`src/rtl/stall_pkg.sv`:
```
// Package: shared types for the bus stall guard.
// Assumes: included before any stall_* module in compile order.
package stall_pkg;
    // Control state of the stall guard.
    typedef enum logic [1:0] {
        ST_IDLE  = 2'd0,
        ST_WAIT  = 2'd1,
        ST_FORCE = 2'd2
    } stall_state_e;

    // Register select codes.
    localparam logic [1:0] SEL_CTRL = 2'd0;
    localparam logic [1:0] SEL_ADDR = 2'd1;
    localparam logic [1:0] SEL_ID   = 2'd2;
endpackage

```
`src/rtl/stall_counter.sv`:
```
// Module: stall_counter
// Counts wait cycles of the pending access. It saturates at its maximum value.
// Assumes: cnt_clr takes priority over cnt_en.
module stall_counter #(
    parameter int CNT_W = 16
) (
    input  logic             clk,
    input  logic             rst_n,
    input  logic             cnt_en,
    input  logic             cnt_clr,
    output logic [CNT_W-1:0] cnt
);
    localparam logic [CNT_W-1:0] CNT_MAX = '1;

    // Wait-cycle counter with clear and saturation.
    always_ff @(posedge clk) begin
        if (!rst_n || cnt_clr) begin
            cnt <= '0;
        end else if (cnt_en && cnt != CNT_MAX) begin
            cnt <= cnt + 1'b1;
        end
    end
endmodule

```
`src/rtl/stall_fsm.sv`:
```
// Module: stall_fsm
// Tracks the access state and decides a timeout. It forces completion for one
// cycle, captures the first fault and keeps the sticky interrupt.
// Assumes: the master holds m_req, m_addr and m_id steady until it sees ready.
module stall_fsm
    import stall_pkg::*;
#(
    parameter int CNT_W  = 16,
    parameter int ADDR_W = 32,
    parameter int ID_W   = 7
) (
    input  logic              clk,
    input  logic              rst_n,
    input  logic              m_req,
    input  logic              s_ready,
    input  logic [ADDR_W-1:0] m_addr,
    input  logic [ID_W-1:0]   m_id,
    input  logic [CNT_W-1:0]  cnt,
    input  logic [CNT_W-1:0]  thresh,
    input  logic              prot_en,
    input  logic              clr_pulse,
    output logic              force_rdy,
    output logic              cnt_en,
    output logic              cnt_clr,
    output logic              irq,
    output logic [ADDR_W-1:0] cap_addr,
    output logic [ID_W-1:0]   cap_id
);
    stall_state_e state, state_nxt;
    logic         timeout;

    // Timeout decision and counter control.
    always_comb begin
        timeout = prot_en && m_req && !s_ready && (cnt == thresh)
                  && (state != ST_FORCE);
        cnt_en  = m_req && !s_ready;
        cnt_clr = !m_req || s_ready || (state == ST_FORCE) || timeout;
    end

    // Next-state selection.
    always_comb begin
        if (state == ST_FORCE) begin
            state_nxt = ST_IDLE;
        end else if (timeout) begin
            state_nxt = ST_FORCE;
        end else if (m_req && !s_ready) begin
            state_nxt = ST_WAIT;
        end else begin
            state_nxt = ST_IDLE;
        end
    end

    // State register.
    always_ff @(posedge clk) begin
        if (!rst_n) state <= ST_IDLE;
        else        state <= state_nxt;
    end

    assign force_rdy = (state == ST_FORCE);

    // Sticky interrupt; a timeout outranks a clear on the same edge.
    always_ff @(posedge clk) begin
        if (!rst_n)         irq <= 1'b0;
        else if (timeout)   irq <= 1'b1;
        else if (clr_pulse) irq <= 1'b0;
    end

    // First-fault capture of address and master ID.
    always_ff @(posedge clk) begin
        if (!rst_n) begin
            cap_addr <= '0;
            cap_id   <= '0;
        end else if (timeout && !irq) begin
            cap_addr <= m_addr;
            cap_id   <= m_id;
        end
    end
endmodule

```
`src/rtl/stall_regs.sv`:
```
// Module: stall_regs
// Register port: threshold, protection enable, a self-clearing clear strobe,
// and read access to the interrupt status and the captures.
// Assumes: CNT_W + 3 <= ADDR_W; the register width equals ADDR_W.
module stall_regs
    import stall_pkg::*;
#(
    parameter int CNT_W  = 16,
    parameter int ADDR_W = 32,
    parameter int ID_W   = 7
) (
    input  logic              clk,
    input  logic              rst_n,
    input  logic              reg_we,
    input  logic [1:0]        reg_sel,
    input  logic [ADDR_W-1:0] reg_wdata,
    input  logic              irq,
    input  logic [ADDR_W-1:0] cap_addr,
    input  logic [ID_W-1:0]   cap_id,
    output logic [CNT_W-1:0]  thresh,
    output logic              prot_en,
    output logic              clr_pulse,
    output logic [ADDR_W-1:0] reg_rdata
);
    localparam int EN_BIT  = CNT_W;
    localparam int CLR_BIT = CNT_W + 1;
    localparam int PAD_W   = ADDR_W - CNT_W - 3;

    logic ctrl_wr;
    logic unused_wbits;

    assign ctrl_wr      = reg_we && (reg_sel == SEL_CTRL);
    assign clr_pulse    = ctrl_wr && reg_wdata[CLR_BIT];
    assign unused_wbits = ^reg_wdata[ADDR_W-1:CLR_BIT+1];

    // Threshold and enable storage.
    always_ff @(posedge clk) begin
        if (!rst_n) begin
            thresh  <= '1;
            prot_en <= 1'b1;
        end else if (ctrl_wr) begin
            thresh  <= reg_wdata[CNT_W-1:0];
            prot_en <= reg_wdata[EN_BIT];
        end
    end

    // Read multiplexer.
    always_comb begin
        case (reg_sel)
            SEL_CTRL: reg_rdata = {{PAD_W{1'b0}}, irq, 1'b0, prot_en, thresh};
            SEL_ADDR: reg_rdata = cap_addr;
            SEL_ID:   reg_rdata = {{(ADDR_W-ID_W){1'b0}}, cap_id};
            default:  reg_rdata = '0;
        endcase
    end
endmodule

```
`src/rtl/bus_stall_guard.sv`:
```
// Module: bus_stall_guard (top)
// Guards a request/ready peripheral bus against slaves that never answer.
// Assumes: one clock for bus and counting; masters hold a request until ready.
module bus_stall_guard #(
    parameter int CNT_W  = 16,
    parameter int ADDR_W = 32,
    parameter int ID_W   = 7
) (
    input  logic              clk,
    input  logic              rst_n,
    input  logic              m_req,
    input  logic [ADDR_W-1:0] m_addr,
    input  logic [ID_W-1:0]   m_id,
    input  logic              s_ready,
    output logic              m_ready,
    output logic              m_err,
    output logic              irq,
    input  logic              reg_we,
    input  logic [1:0]        reg_sel,
    input  logic [ADDR_W-1:0] reg_wdata,
    output logic [ADDR_W-1:0] reg_rdata
);
    logic [CNT_W-1:0]  cnt;
    logic [CNT_W-1:0]  thresh;
    logic              prot_en;
    logic              clr_pulse;
    logic              force_rdy;
    logic              cnt_en;
    logic              cnt_clr;
    logic [ADDR_W-1:0] cap_addr;
    logic [ID_W-1:0]   cap_id;

    stall_counter #(.CNT_W(CNT_W)) u_cnt (
        .clk(clk), .rst_n(rst_n), .cnt_en(cnt_en), .cnt_clr(cnt_clr), .cnt(cnt)
    );

    stall_fsm #(.CNT_W(CNT_W), .ADDR_W(ADDR_W), .ID_W(ID_W)) u_fsm (
        .clk(clk), .rst_n(rst_n), .m_req(m_req), .s_ready(s_ready),
        .m_addr(m_addr), .m_id(m_id), .cnt(cnt), .thresh(thresh),
        .prot_en(prot_en), .clr_pulse(clr_pulse), .force_rdy(force_rdy),
        .cnt_en(cnt_en), .cnt_clr(cnt_clr), .irq(irq),
        .cap_addr(cap_addr), .cap_id(cap_id)
    );

    stall_regs #(.CNT_W(CNT_W), .ADDR_W(ADDR_W), .ID_W(ID_W)) u_regs (
        .clk(clk), .rst_n(rst_n), .reg_we(reg_we), .reg_sel(reg_sel),
        .reg_wdata(reg_wdata), .irq(irq), .cap_addr(cap_addr), .cap_id(cap_id),
        .thresh(thresh), .prot_en(prot_en), .clr_pulse(clr_pulse),
        .reg_rdata(reg_rdata)
    );

    // Master-side handshake: the slave's ready or a forced completion.
    assign m_ready = s_ready || force_rdy;
    assign m_err   = force_rdy;
endmodule

```
`config.mk`:
```
export PLATFORM = sky130hd
export DESIGN_NAME = bus_stall_guard
export DESIGN_NICKNAME = d
export VERILOG_FILES = /design/src/rtl/stall_pkg.sv /design/src/rtl/stall_counter.sv /design/src/rtl/stall_fsm.sv /design/src/rtl/stall_regs.sv /design/src/rtl/bus_stall_guard.sv
export SDC_FILE = /design/constraint.sdc
export NUM_CORES = 1
export LEC_CHECK = 0
export CAP_MARGIN = 20
export CORE_MARGIN = 2
export CORE_UTILIZATION = 51
export CTS_CLUSTER_DIAMETER = 120
export DETAILED_ROUTE_END_ITERATION = 10
export PLACE_DENSITY = 0.83
export SYNTH_ARGS = -nofsm -noshare
export SYNTH_HDL_FRONTEND = slang
export SYNTH_SLANG_ARGS = --single-unit
```
`constraint.sdc`:
```
create_clock -name clk -period 2.84 [get_ports clk]
set_clock_uncertainty 0.05 [all_clocks]
set_input_delay 0.568 -clock clk [delete_from_list [all_inputs] [get_ports clk]]
set_output_delay 0.568 -clock clk [all_outputs]
set_load 0.05 [all_outputs]
```
==> impl_results.md <==
* CTS H-tree depth at 3
* Setup repair bufs after CTS at 0
* Root Driver: clkbuf_8
* Worst vdd ir at 0.000284 V
* Synth warn at 0
* Starting Density at 0.524
* First-pass GRT wire length at 18700 µm
* Port Buf Inserts at 98
* Final nets at 619
* Req. time, crit path at 2.22 ns
* CTS tree: yes
* Status: completed
* Area occupied by multi-input gates at just over 0.002 mm²
* Post-Place Cells at 628
* Total of max-cap violations at 0
* Rows at 31
* Drt initial violations at 407
* DP HPWL at 7460 µm
* Post-synthesis sequential area ratio at 0.397
* Die H at between 90 and 100 µm
* Diode count at 0
* Syn Nets at 537
* Synth Area per Inst at approximately 8.3 µm²
* Non-Filler Instances at between 600 and 700
* Sequential Area at 0.00150 mm²
* Final hold viol count at 0
* Fin crit period at around 2.7 ns
* Post-Synthesis Cells at 458
* Worst min path class: flip-flop to flip-flop
* Maximum clock insertion buffer count at 2
* Fillers at a little over 500
* PD cells at 434 mW/mm²
* DRT Pass-1 Iters at 5
* Routed WL at around 11000 µm
* Share of cells above drive strength 1 at 0.147
* Static Leak at 1.96 nW
* Mapped Area at 0.00378 mm²
* Yosys cell types at 39
* Register bit count reported by yosys at 75
* Setup TNS at 0 ns
* RePlAce Congestion at 0.876
* Slew margin rel. at 0.547
* Critical path capture point type: output port
* Io pins at ~110
* WL per Instance at ~18 µm
* Largest net degree at the start of global routing at 42
* CP Launch Type: input port
* Unrepaired setup endpoints after global routing: false
* Sink Count at 75
* Worst slew pin tran at 0.679 ns
* Max-slew violations at 0
* Setup CP Type: input port to output port
* Via density at approximately 6
* Arrival @ worst endpoint at 2.09 ns
* CTS clk-pin slew, worst paths at 0.08 ns
* Gr usage total at 0.281
* CTS buffer count at 9
* Core area at just over 0.007 mm²
* Final Core Density at 0.749
* Die width at 90.1 µm
* Critical path fanouts, max at 8
* Die ar. at around 0.008 mm²
* FMAX at 0.369 GHz
* Area Overhead vs Synth at 42.9%
* Grt ovf at 0
* Final routed DRC violation total at 0
* Clk_lat worst skew at 0.35 ns
* Post-DRT Antenna Nets at 0
* Hold Buf Count CTS at 0
* Final Cycle Share at 0.955
* PostCTS Resize Cnt at 0
* Endpoints failing setup at 0
* Vias in the first global route at 3815
* Vias at 3871
* Initial antenna violation count at 0
## synth_stat cells, drive strengths merged
library cell,instances,share of area
nor3,2,0.0026
nand4,47,0.078
o2111ai,1,0.0023
nor2b,3,0.0050
ha,1,0.0033
a21oi,40,0.053
and4,1,0.0023
nor2,34,0.034
or3,1,0.0017
or4,2,0.0040
o211ai,4,0.0079
and2,15,0.025
and3,3,0.0050
xnor2,6,0.014
nand2,48,0.048
nand2b,5,0.0083
and4bb,1,0.0033
clkbuf,32,0.032
a221oi,1,0.0023
nor4,3,0.0066
or2,1,0.0017
buf,12,0.020
dfxtp,75,0.40
nand3,21,0.028
inv,7,0.0069
xor2,22,0.051
nand3b,1,0.0020
o21ai,10,0.014
o31ai,39,0.091
a311oi,1,0.0023
mux2i,19,0.050
## stage by stage
stage,area (µm²),total power [W],hold slack (ns),setup slack (ns)
finish,5410,0.00235,0.414,0.128
global route,5410,0.00241,0.439,0.0885
CTS,5410,0.00235,0.415,0.145
detailed placement,5180,0.00143,0.404,0.204
global placement,5150,0.00142,0.395,0.216
floorplan,3780,0.00124,0.389,0.139
## where the power goes
| part | internal, W | switching, W | leakage [nW] |
|---|---|---|---|
| Sequential | 0.00106 | 0.0000164 | 0.607 |
| Combinational | 0.000175 | 0.000156 | 1.24 |
| Clock | 0.000542 | 0.000394 | 0.113 |
## critical path, cell delays in order
cell	delay, ns
clkdlybuf4s50_1	0.73
buf_4	0.25
mux2i_1	0.10
nor2_1	0.25
buf_12	0.18
## cell families (layout without fill, tap and decap cells)
kind of cell,count (synthesis),after routing,synth area share
fa+ha+maj,1,1,0.00331
xor+xnor,28,28,0.0648
compound gates,96,96,0.173
flops,75,75,0.397
buf+inv,51,138,0.0582
simple gates,188,188,0.254
mux,19,19,0.0503
## registers in the layout, summed over array words and instances, names as in the netlist
register / flops
u_regs.thresh: 16
u_fsm.cap_addr: 32
u_fsm.irq: 1
u_fsm.cap_id: 7
u_fsm.state: 2
u_cnt.cnt: 16
u_regs.prot_en: 1
## metal layers
layer | global-route usage | wire length [µm] | up-vias
met5 | 0 | 0 | -
met4 | 0.129 | 335 | 0
met3 | 0.0394 | 871 | 30
met1 | 0.371 | 4770 | 1828
li1 | - | - | 1804
met2 | 0.457 | 5310 | 209
## worst paths after layout
path,from,endpoint,slack [ns],depth (start not counted)
max,reg_sel[0],reg_rdata[10],0.13,5
min,u_fsm.cap_addr[22]$_SDFFE_PN0P_,u_fsm.cap_addr[22]$_SDFFE_PN0P_,0.41,2
max reg2reg,u_regs.thresh[1]$_SDFFE_PN1P_,u_cnt.cnt[12]$_SDFFE_PP0P_,0.58,7
min reg2reg,u_fsm.cap_addr[22]$_SDFFE_PN0P_,u_fsm.cap_addr[22]$_SDFFE_PN0P_,0.41,2
## cells in the final DEF, fill, tap and decap left out, types with 16 or more instances in the layout
| master | count |
|---|---|
| o31ai_1 | 29 |
| nor2_1 | 34 |
| xor2_1 | 22 |
| buf_4 | 16 |
| a21oi_1 | 40 |
| mux2i_1 | 19 |
| clkdlybuf4s50_1 | 65 |
| nand4_1 | 47 |
| dfxtp_1 | 75 |
| nand3_1 | 21 |
| nand2_1 | 48 |
| buf_12 | 33 |
## layout make-up
class                      instances  share of cell area
tap                               99              0.0229
timing repair buffer             115               0.270
clock buffer                      12              0.0287
clock inverter                     4              0.0134
multi-input combinational        332               0.383
sequential                        75               0.278
inverter                           7             0.00486
Power figures use the tool's default switching activity.
